==> config.mk <==
export PLATFORM = sky130hd
export DESIGN_NAME = fan_tach_monitor
export DESIGN_NICKNAME = d
export VERILOG_FILES = /design/src/rtl/fan_tach_pkg.sv /design/src/rtl/tach_conditioner.sv /design/src/rtl/tach_period_counter.sv /design/src/rtl/fan_tach_monitor.sv
export SDC_FILE = /design/constraint.sdc
export NUM_CORES = 1
export LEC_CHECK = 0
export ABC_CLOCK_PERIOD_IN_PS = 2650
export BUFFER_PORTS_ARGS = -buffer_cell sky130_fd_sc_hd__buf_2
export CORE_ASPECT_RATIO = 0.75
export CORE_UTILIZATION = 40
export DETAILED_ROUTE_END_ITERATION = 12
export GPL_TIMING_DRIVEN = 1
export SLEW_MARGIN = 20
export SYNTH_ARGS = -nofsm -noshare
export SYNTH_HDL_FRONTEND = slang
export SYNTH_SLANG_ARGS = --single-unit
==> constraint.sdc <==
create_clock -name clk -period 2.65 [get_ports clk]
set_input_delay 0.1325 -clock clk [delete_from_list [all_inputs] [get_ports clk]]
set_output_delay 0.1325 -clock clk [all_outputs]
set_load 0.01 [all_outputs]
==> src/rtl/fan_tach_pkg.sv <==
package fan_tach_pkg;
   localparam logic [7:0] CNT_BASE    = 8'h20;
   localparam logic [7:0] LIM_BASE    = 8'h28;
   localparam logic [7:0] CTRL_BASE   = 8'h60;
   localparam int         CTRL_STRIDE = 16;
   localparam logic [7:0] STAT_ADDR   = 8'h38;
   localparam int         DIS_BIT     = 7;

   function automatic logic [7:0] upper_byte(input logic [15:0] v);
      return v[15:8];
   endfunction

   function automatic logic [7:0] lower_byte(input logic [15:0] v);
      return v[7:0];
   endfunction
endpackage

==> src/rtl/tach_conditioner.sv <==
module tach_conditioner #(
   parameter int FILT_LEN = 3
) (
   input  logic clk,
   input  logic rst_n,
   input  logic tach_raw,
   output logic rise
);
   localparam int FW = $clog2(FILT_LEN + 1);

   logic          sync1_q, sync2_q, level_q;
   logic [FW-1:0] run_q;
   logic          accept;

   assign accept = (sync2_q != level_q) && (run_q == FW'(FILT_LEN - 1));

   always_ff @(posedge clk or negedge rst_n) begin
      if (!rst_n) begin
         sync1_q <= 1'b0;
         sync2_q <= 1'b0;
         level_q <= 1'b0;
         run_q   <= '0;
         rise    <= 1'b0;
      end else begin
         sync1_q <= tach_raw;
         sync2_q <= sync1_q;
         rise    <= accept && sync2_q;
         if (accept) begin
            level_q <= sync2_q;
            run_q   <= '0;
         end else if (sync2_q != level_q) begin
            run_q   <= run_q + 1'b1;
         end else begin
            run_q   <= '0;
         end
      end
   end


   filt_hold_chk: assert property (@(posedge clk) disable iff (!rst_n)
      !$stable(level_q) |-> ($past(sync2_q) == level_q));
endmodule

==> src/rtl/tach_period_counter.sv <==
module tach_period_counter #(
   parameter int CNT_W = 12,
   parameter int PPR   = 2
) (
   input  logic             clk,
   input  logic             rst_n,
   input  logic             enable,
   input  logic             tick,
   input  logic             rev_edge,
   output logic [CNT_W-1:0] period
);
   localparam logic [CNT_W-1:0] SAT = '1;
   localparam int PW = (PPR > 1) ? $clog2(PPR) : 1;

   logic [CNT_W-1:0] live_q;
   logic [PW-1:0]    pcnt_q;
   logic             armed_q;
   logic             rev_done;
   logic [CNT_W-1:0] bumped, fresh;

   assign rev_done = enable && armed_q && rev_edge && (pcnt_q == PW'(PPR - 1));
   assign bumped   = (tick && live_q != SAT) ? live_q + 1'b1 : live_q;
   assign fresh    = tick ? CNT_W'(1) : '0;

   always_ff @(posedge clk or negedge rst_n) begin
      if (!rst_n) begin
         live_q  <= '0;
         pcnt_q  <= '0;
         armed_q <= 1'b0;
         period  <= '0;
      end else if (!enable) begin
         live_q  <= '0;
         pcnt_q  <= '0;
         armed_q <= 1'b0;
      end else begin
         if (live_q == SAT) period <= SAT;
         if (rev_edge && !armed_q) begin
            armed_q <= 1'b1;
            pcnt_q  <= '0;
            live_q  <= fresh;
         end else if (rev_done) begin
            pcnt_q  <= '0;
            period  <= live_q;
            live_q  <= fresh;
         end else begin
            if (rev_edge) pcnt_q <= pcnt_q + 1'b1;
            live_q <= bumped;
         end
      end
   end


   sat_hold_chk: assert property (@(posedge clk) disable iff (!rst_n)
      (enable && live_q == SAT && !rev_edge) |=> (live_q == SAT));

   sat_report_chk: assert property (@(posedge clk) disable iff (!rst_n)
      (enable && live_q == SAT) |=> (period == SAT));

   capture_chk: assert property (@(posedge clk) disable iff (!rst_n)
      rev_done |=> (period == $past(live_q)));

   idle_clear_chk: assert property (@(posedge clk) disable iff (!rst_n)
      !enable |=> (live_q == '0 && $stable(period)));
endmodule

==> src/rtl/fan_tach_monitor.sv <==
module fan_tach_monitor
   import fan_tach_pkg::*;
#(
   parameter int NUM_FANS       = 3,
   parameter int CNT_W          = 12,
   parameter int PULSES_PER_REV = 2,
   parameter int FILT_LEN       = 3
) (
   input  logic                clk,
   input  logic                rst_n,
   input  logic                ref_tick,
   input  logic [NUM_FANS-1:0] tach_in,
   input  logic [7:0]          reg_addr,
   input  logic                reg_wr,
   input  logic                reg_rd,
   input  logic [7:0]          reg_wdata,
   output logic [7:0]          reg_rdata,
   output logic [NUM_FANS-1:0] fan_alarm
);
   localparam logic [CNT_W-1:0] SAT  = '1;
   localparam int               HI_W = CNT_W - 8;

   if (NUM_FANS < 1 || NUM_FANS > 4) begin : g_bad_fans
      $error("NUM_FANS must be 1 to 4");
   end
   if (CNT_W < 9 || CNT_W > 16) begin : g_bad_width
      $error("CNT_W must be 9 to 16");
   end
   if (PULSES_PER_REV < 1 || FILT_LEN < 1) begin : g_bad_opts
      $error("PULSES_PER_REV and FILT_LEN must be positive");
   end

   logic [CNT_W-1:0]    period_w [NUM_FANS];
   logic [CNT_W-1:0]    limit_q  [NUM_FANS];
   logic [NUM_FANS-1:0] dis_q;
   logic [NUM_FANS-1:0] rise_w;

   for (genvar n = 0; n < NUM_FANS; n++) begin : g_fan
      localparam logic [7:0] A_LIM_HI = LIM_BASE + 8'(2 * n);
      localparam logic [7:0] A_LIM_LO = LIM_BASE + 8'(2 * n + 1);
      localparam logic [7:0] A_CTRL   = CTRL_BASE + 8'(CTRL_STRIDE * n);

      tach_conditioner #(.FILT_LEN(FILT_LEN)) i_cond (
         .clk      (clk),
         .rst_n    (rst_n),
         .tach_raw (tach_in[n]),
         .rise     (rise_w[n])
      );

      tach_period_counter #(.CNT_W(CNT_W), .PPR(PULSES_PER_REV)) i_cnt (
         .clk      (clk),
         .rst_n    (rst_n),
         .enable   (!dis_q[n]),
         .tick     (ref_tick),
         .rev_edge (rise_w[n]),
         .period   (period_w[n])
      );

      always_ff @(posedge clk or negedge rst_n) begin
         if (!rst_n) begin
            limit_q[n] <= SAT;
            dis_q[n]   <= 1'b0;
         end else if (reg_wr) begin
            if (reg_addr == A_LIM_HI) limit_q[n][CNT_W-1:8] <= reg_wdata[HI_W-1:0];
            if (reg_addr == A_LIM_LO) limit_q[n][7:0]       <= reg_wdata;
            if (reg_addr == A_CTRL)   dis_q[n]              <= reg_wdata[DIS_BIT];
         end
      end

      assign fan_alarm[n] = !dis_q[n] && ((period_w[n] > limit_q[n]) || (period_w[n] == SAT));


      quiet_chk: assert property (@(posedge clk) disable iff (!rst_n)
         dis_q[n] |-> !fan_alarm[n]);

      slow_alarm_chk: assert property (@(posedge clk) disable iff (!rst_n)
         (!dis_q[n] && period_w[n] == SAT) |-> fan_alarm[n]);
   end

   logic [7:0] hold_q;
   logic [6:0] hold_tag_q;
   logic       hold_ok_q;
   logic [7:0] rd_val, latch_val;
   logic       latch_hit, cnt_hi_sel;
   logic [7:0] stat_byte;

   always_comb begin
      stat_byte = '0;
      stat_byte[NUM_FANS-1:0] = fan_alarm;
   end

   always_comb begin
      rd_val     = '0;
      latch_val  = '0;
      latch_hit  = 1'b0;
      cnt_hi_sel = 1'b0;
      for (int n = 0; n < NUM_FANS; n++) begin
         if (reg_addr == CNT_BASE + 8'(2 * n)) begin
            rd_val     = upper_byte(16'(period_w[n]));
            latch_val  = lower_byte(16'(period_w[n]));
            latch_hit  = 1'b1;
            cnt_hi_sel = 1'b1;
         end
         if (reg_addr == CNT_BASE + 8'(2 * n + 1))
            rd_val = (hold_ok_q && hold_tag_q == reg_addr[7:1]) ? hold_q
                                                                : lower_byte(16'(period_w[n]));
         if (reg_addr == LIM_BASE + 8'(2 * n)) begin
            rd_val    = upper_byte(16'(limit_q[n]));
            latch_val = lower_byte(16'(limit_q[n]));
            latch_hit = 1'b1;
         end
         if (reg_addr == LIM_BASE + 8'(2 * n + 1))
            rd_val = (hold_ok_q && hold_tag_q == reg_addr[7:1]) ? hold_q
                                                                : lower_byte(16'(limit_q[n]));
         if (reg_addr == CTRL_BASE + 8'(CTRL_STRIDE * n))
            rd_val = {dis_q[n], 7'b0};
      end
      if (reg_addr == STAT_ADDR) rd_val = stat_byte;
   end

   always_ff @(posedge clk or negedge rst_n) begin
      if (!rst_n) begin
         reg_rdata  <= '0;
         hold_q     <= '0;
         hold_tag_q <= '0;
         hold_ok_q  <= 1'b0;
      end else if (reg_rd) begin
         reg_rdata <= rd_val;
         if (latch_hit) begin
            hold_q     <= latch_val;
            hold_tag_q <= reg_addr[7:1];
            hold_ok_q  <= 1'b1;
         end
      end
   end


   status_chk: assert property (@(posedge clk) disable iff (!rst_n)
      (reg_rd && reg_addr == STAT_ADDR) |=> (reg_rdata[NUM_FANS-1:0] == $past(fan_alarm)));

   pad_zero_chk: assert property (@(posedge clk) disable iff (!rst_n)
      (reg_rd && cnt_hi_sel) |=> ((reg_rdata >> HI_W) == 8'd0));
endmodule

==> Word-level counts from Yosys, hierarchy flattened <==
Index checks and enable logic that the tools add are counted.
{ "classes": {"order_cmp": 3, "reduce_logical": 53, "muxes": 80, "add_sub_neg": 9, "eq_ne": 32} }
{ "ops": {"columns": ["op", "n"], "rows": [
  ["$mux W12", 21],
  ["$mux W8", 27],
  ["$eq A8 B6 Y1 const B", 13],
  ["$eq A12 B12 Y1 const B", 6],
  ["$add A12 B1 Y12 const B", 3],
  ["$gt A12 B12 Y1", 3],
  ["$ne A12 B12 Y1 const B", 3],
  ["$logic_and A1 B1 Y1", 25],
  ["$mux W1", 25],
  ["$reduce_bool A4 Y1", 6],
  ["$reduce_and A2 Y1", 10],
  ["$eq A8 B7 Y1 const B", 2],
  ["$mux W2", 6],
  ["$eq A8 B8 Y1 const B", 1],
  ["$eq A7 B7 Y1", 1],
  ["$add A2 B1 Y2 const B", 3],
  ["$eq A2 B2 Y1 const B", 3],
  ["$logic_not A1 Y1", 6],
  ["$reduce_bool A2 Y1", 3],
  ["$mux W4", 1],
  ["$add A1 B1 Y1 const B", 3],
  ["$logic_or A1 B1 Y1", 3],
  ["$ne A1 B1 Y1", 3]
]} }
{ "word_totals": {"ff_bits": 159, "in_bits": 24, "elab_cells": 217, "out_inout_bits": 11} }

==> Logic depth before layout (Yosys ltp) <==
{ "logic_depth": {"depth_word": 18, "ltp_mapped": 11, "ltp_nobuf": 9} }

==> Hierarchy <==
From an unflattened synthesis, not the netlist that was laid out.
{ "unflattened": {"cells_unflattened": 921, "hier_area_um2": 9142.5} }
{ "by_module_without_submodules": {"columns": ["mod", "area_each_um2", "seq_area_each_um2", "n_inst", "cells_each"], "rows": [
  ["fan_tach_monitor", 4957.3, 1621.6, 1, 567],
  ["tach_period_counter", 1193.6, 650.6, 3, 103],
  ["tach_conditioner", 201.4, 150.1, 3, 15]
]} }

==> Worst setup path after synthesis <==
Ideal clock, no wire load.
{ "synth_path": {"kind": "register to register", "start": "register limit_q[5] in the netlist's numbering", "end": "register reg_rdata[2]", "arrival_ns": 2.223, "period_less_slack_ns": 2.349, "n_path_buf": 0, "required_ns": 2.524, "setup_time_ns": 0.126, "setup_slack_ns": 0.301, "stages_incl_launch_ff": 10, "cell_sequence": "dfstp_2 inv_1 ha_1 a21o_1 a21o_1 a211o_1 o211ai_1 a31oi_1 a211o_1 a221o_1"} }
{ "synth_between": {"elab_chain_cells": 4} }
{ "synth_lines": {"columns": ["element", "line_no", "rtl"], "rows": [
  ["from (decl)", "fan_tach_monitor.sv:34", "logic [CNT_W-1:0] limit_q [NUM_FANS];"],
  ["from (signal, indexed assignment)", "fan_tach_monitor.sv:64", "if (reg_addr == A_LIM_HI) limit_q[n][CNT_W-1:8] <= reg_wdata[HI_W-1:0];"],
  ["from (signal, indexed assignment)", "fan_tach_monitor.sv:65", "if (reg_addr == A_LIM_LO) limit_q[n][7:0] <= reg_wdata;"],
  ["$gt A12 B12 Y1", "fan_tach_monitor.sv:70", "assign fan_alarm[n] = !dis_q[n] && ((period_w[n] > limit_q[n]) || (period_w[n] == SAT));"],
  ["$logic_or A1 B1 Y1", "fan_tach_monitor.sv:70", null],
  ["$logic_and A1 B1 Y1", "fan_tach_monitor.sv:70", null],
  ["net fan_alarm[2]", "fan_tach_monitor.sv:18", "output logic [NUM_FANS-1:0] fan_alarm"],
  ["$mux W8", "fan_tach_monitor.sv:118", "if (reg_addr == STAT_ADDR) rd_val = stat_byte;"],
  ["to (signal assigned)", "fan_tach_monitor.sv:128", "reg_rdata <= rd_val;"],
  ["to (decl)", "fan_tach_monitor.sv:17", "output logic [7:0] reg_rdata,"]
]} }
The timed path passes the listed nets, and every way through them passes these cells.
A chain may end at the register's enable or synchronous reset.

==> Final worst setup path <==
{ "layout_path": {"start": "register limit_q[5] in the netlist's numbering", "end": "output fan_alarm[2]"} }
{ "layout_between": {"elab_chain_cells": 3} }
{ "layout_lines": {"columns": ["element", "line_no"], "rows": [
  ["$gt A12 B12 Y1", "fan_tach_monitor.sv:70"],
  ["$logic_or A1 B1 Y1", "fan_tach_monitor.sv:70"],
  ["$logic_and A1 B1 Y1", "fan_tach_monitor.sv:70"],
  ["to (decl)", "fan_tach_monitor.sv:18"]
]} }
Every way passes these cells.

==> results_dict.tcl <==
set metrics [dict create \
    finalMaxSlewViolations 0 \
    synth_common_cells "dfrtp_1, nor2_1, nand2_1" \
    hold_violations 0 \
    cts-buffers-inserted 17 \
    p_seq_frac 0.416 \
    synth_top_area_cell "dfrtp_1" \
    max-slew-margin-rel 0.4600 \
    layout-drive-gt1-share 0.2215 \
    first_iter_violations 969 \
    maxCapViolCount 0 \
    antenna_found_initial 1 \
    insertedDiodeCount 0 \
    initial_core_util 0.4116 \
    ys_ff_latch 159 \
    ant_nets 0 \
    ir_drop_v 0.0004410 \
    internal_power_mw 5.542 \
    vias 7987 \
    p_sw_frac 0.3474 \
    routedWlPerCell_um 21.67 \
    hpwl_um 21460 \
    netlist.area_leader.share 0.3364 \
    status "completed" \
    reg2reg_setup_slack_ns 0.19 \
    fin_cells 1337 \
    cts_tree "done" \
    p_sw_mw 2.951 \
    hold_ws_ns 0.02393 \
    synth_flop_cell "dfrtp_1" \
    ys_warn_count 0 \
    critPathArrivalTime_ns 2.50 \
    required_ns 2.52 \
    cts_buffer_depth 2 \
    finalCritPeriodShare 0.9934 \
    worst_setup_path_start_kind "flip-flop" \
    path_max_fanout 2 \
    portBuffers 34 \
    yosysUniqueCellTypes 64 \
    setup_violations 0 \
    wl_um 28970 \
    fin_skew_ns 0.008962 \
    grt_util_all_layers 0.2559 \
    dr.pass1.iters 6 \
    htreeDepth 4 \
    rsz0062_at_grt "yes" \
    vias_per_cell 5.974 \
    p_comb_frac 0.272 \
    fin_crit_ns 2.632 \
    multi_input_comb_area_um2 4807 \
    power_density_nw_per_um2 787.3 \
    worst_slack_ns 0.01759 \
    cts.sinks 159 \
    async_reset_ff_frac 1.000 \
    grt_first_pass_wirelength_um 44800 \
    fin_nets 1096 \
    worstMarginPinSlew_ns 0.8039 \
    die_y_um 133.0 \
    coreArea_um2 22230 \
    nFillCells 2079 \
    max_freq_mhz 379.9 \
    die_area_um2 23490 \
    dp_slack_ns 0.1880 \
    p_leak_nw 4.662 \
    syn-cell-area_um2 9149 \
    synth_cells 957 \
    area_growth_pct 17.90 \
    syn_nets 1023 \
    synth.most_common_cell "dfrtp_1" \
    regArea_um2 4024 \
    worst_setup_path_end_kind "primary output" \
    root_buffer "clkbuf_16" \
    dpl.cell_count 1286 \
    power_mw 8.493 \
    path_clk_slew_ns 0.07 \
    seq_area_frac_synth 0.4398 \
    place_congestion 1.032 \
    grt_max_degree 61 \
    avgSynthCellArea_um2 9.560 \
    clk-insertion-delay-late_ns 0.44 \
    synth_edf_count 0 \
    drc 0 \
    yosys-top-cells-area "dfrtp_1, dfstp_2, ha_1" \
    num_rows 47 \
    grt_pass1_vias 7335 \
    pin_count 35 \
    p_clk_frac 0.312 \
    globalRoute.totalOverflow 0 \
    die_w_um 176.6 \
    hp-class "input port to flip-flop" \
    path_class "flip-flop to primary output" \
]
[critical path, stage by stage, from the launching register on]
cell and delay (ns):
dfstp_2 0.54, inv_2 0.05, ha_4 0.21, a21o_1 0.17, a21o_1 0.15, a211o_1 0.26, o211ai_1 0.10, a31oi_1 0.12
a211o_1 0.32, buf_6 0.14
[cell type report]
class / count / area share
clock buffers: 17 / 0.03944
clock inverters: 15 / 0.01844
inverters: 60 / 0.02088
flip-flops and latches: 159 / 0.3730
well taps: 294 / 0.03410
multi-input cells: 692 / 0.4457
repair buffers: 100 / 0.06844
[sequential cells by signal, summed over array words and instances, names as in the netlist]
| register | count |
|---|---|
| dis_q | 3 |
| g_fan.i_cnt.armed_q | 3 |
| g_fan.i_cnt.live_q | 36 |
| g_fan.i_cnt.pcnt_q | 3 |
| g_fan.i_cnt.period | 36 |
| g_fan.i_cond.level_q | 3 |
| g_fan.i_cond.rise | 3 |
| g_fan.i_cond.run_q | 6 |
| g_fan.i_cond.sync1_q | 3 |
| g_fan.i_cond.sync2_q | 3 |
| hold_ok_q | 1 |
| hold_q | 8 |
| hold_tag_q | 7 |
| limit_q | 36 |
| reg_rdata | 8 |
[metal layers]
metal / GRT usage / vias up / wire length, µm
met1: 0.4127 / 3887 / 14430
li1: - / 3672 / -
met5: 0 / - / 0
met3: 0.07500 / 27 / 3245
met4: 0.05987 / 0 / 311
met2: 0.3231 / 401 / 10990
[stage by stage]
step | utilization | cell area, µm² | TNS, ns
floorplan | - | 9149 | 0
global placement | 0.4453 | 9899 | 0
finish | 0.4853 | 10790 | 0
detailed placement | 0.4453 | 9899 | 0
CTS | 0.4800 | 10670 | 0
global route | 0.4853 | 10790 | -0.08732
[power groups by stage]
stage | sequential (mW) | combinational [mW] | clock [mW]
floorplan | 3.33 | 1.41 | 0
detailed placement | 3.54 | 2.02 | 0
global route | 3.59 | 2.58 | 2.79
finish | 3.53 | 2.31 | 2.65
CTS | 3.51 | 2.20 | 2.69
global placement | 3.53 | 1.98 | 0
[timing repair]
item / CTS / global route
buffers inserted: 6 / 9
endpoints found under the setup margin: 3 / 3
pin swaps: 15 / 12
endpoints found under the hold margin: 45 / 0
resized for setup: 12 / 8
hold buffers: 4 / 0
[kinds of logic (layout without fill, tap and decap cells)]
logic type	count (synthesis)	count (layout)	share of synthesized area
flip-flops	159	159	0.4398
AND/OR/NAND/NOR	323	323	0.1830
XOR/XNOR	34	34	0.03255
buffers and inverters	106	192	0.04609
AO/OA/AOI/OAI	245	245	0.1831
adder cells (fa/ha/maj)	42	42	0.05744
multiplexers	48	48	0.05799
[cells in the final DEF (no fill, tap or decap), types with 9 or more instances in the layout]
cell       count
a21oi_1       42
a22oi_1       10
a31oi_1       14
and3_1         9
buf_2         32
buf_4         58
clkbuf_16     17
dfrtp_1      123
dfstp_2       36
ha_1          36
inv_1         57
mux2_2        40
nand2_1       72
nand3_1       38
nand4_1       31
nor2_1        84
nor2b_1       17
nor3_1        12
o21ai_0       48
o221ai_1       9
o22a_1        36
o22ai_1       11
or3_1          9
xnor2_1       18
xor2_1        16
[worst paths after layout]
check,start,end,cells after the start
max,limit_q[5],fan_alarm[2],9
min,reg_wdata[1],limit_q[33],3
max reg2reg,limit_q[5],reg_rdata[2],10
min reg2reg,g_fan[1].i_cond.sync1_q,g_fan[1].i_cond.sync2_q,0
max in group asynchronous,rst_n,limit_q[3],3
min in group asynchronous,rst_n,hold_tag_q[4],2
Note: power is estimated with default switching activity, not from simulation.
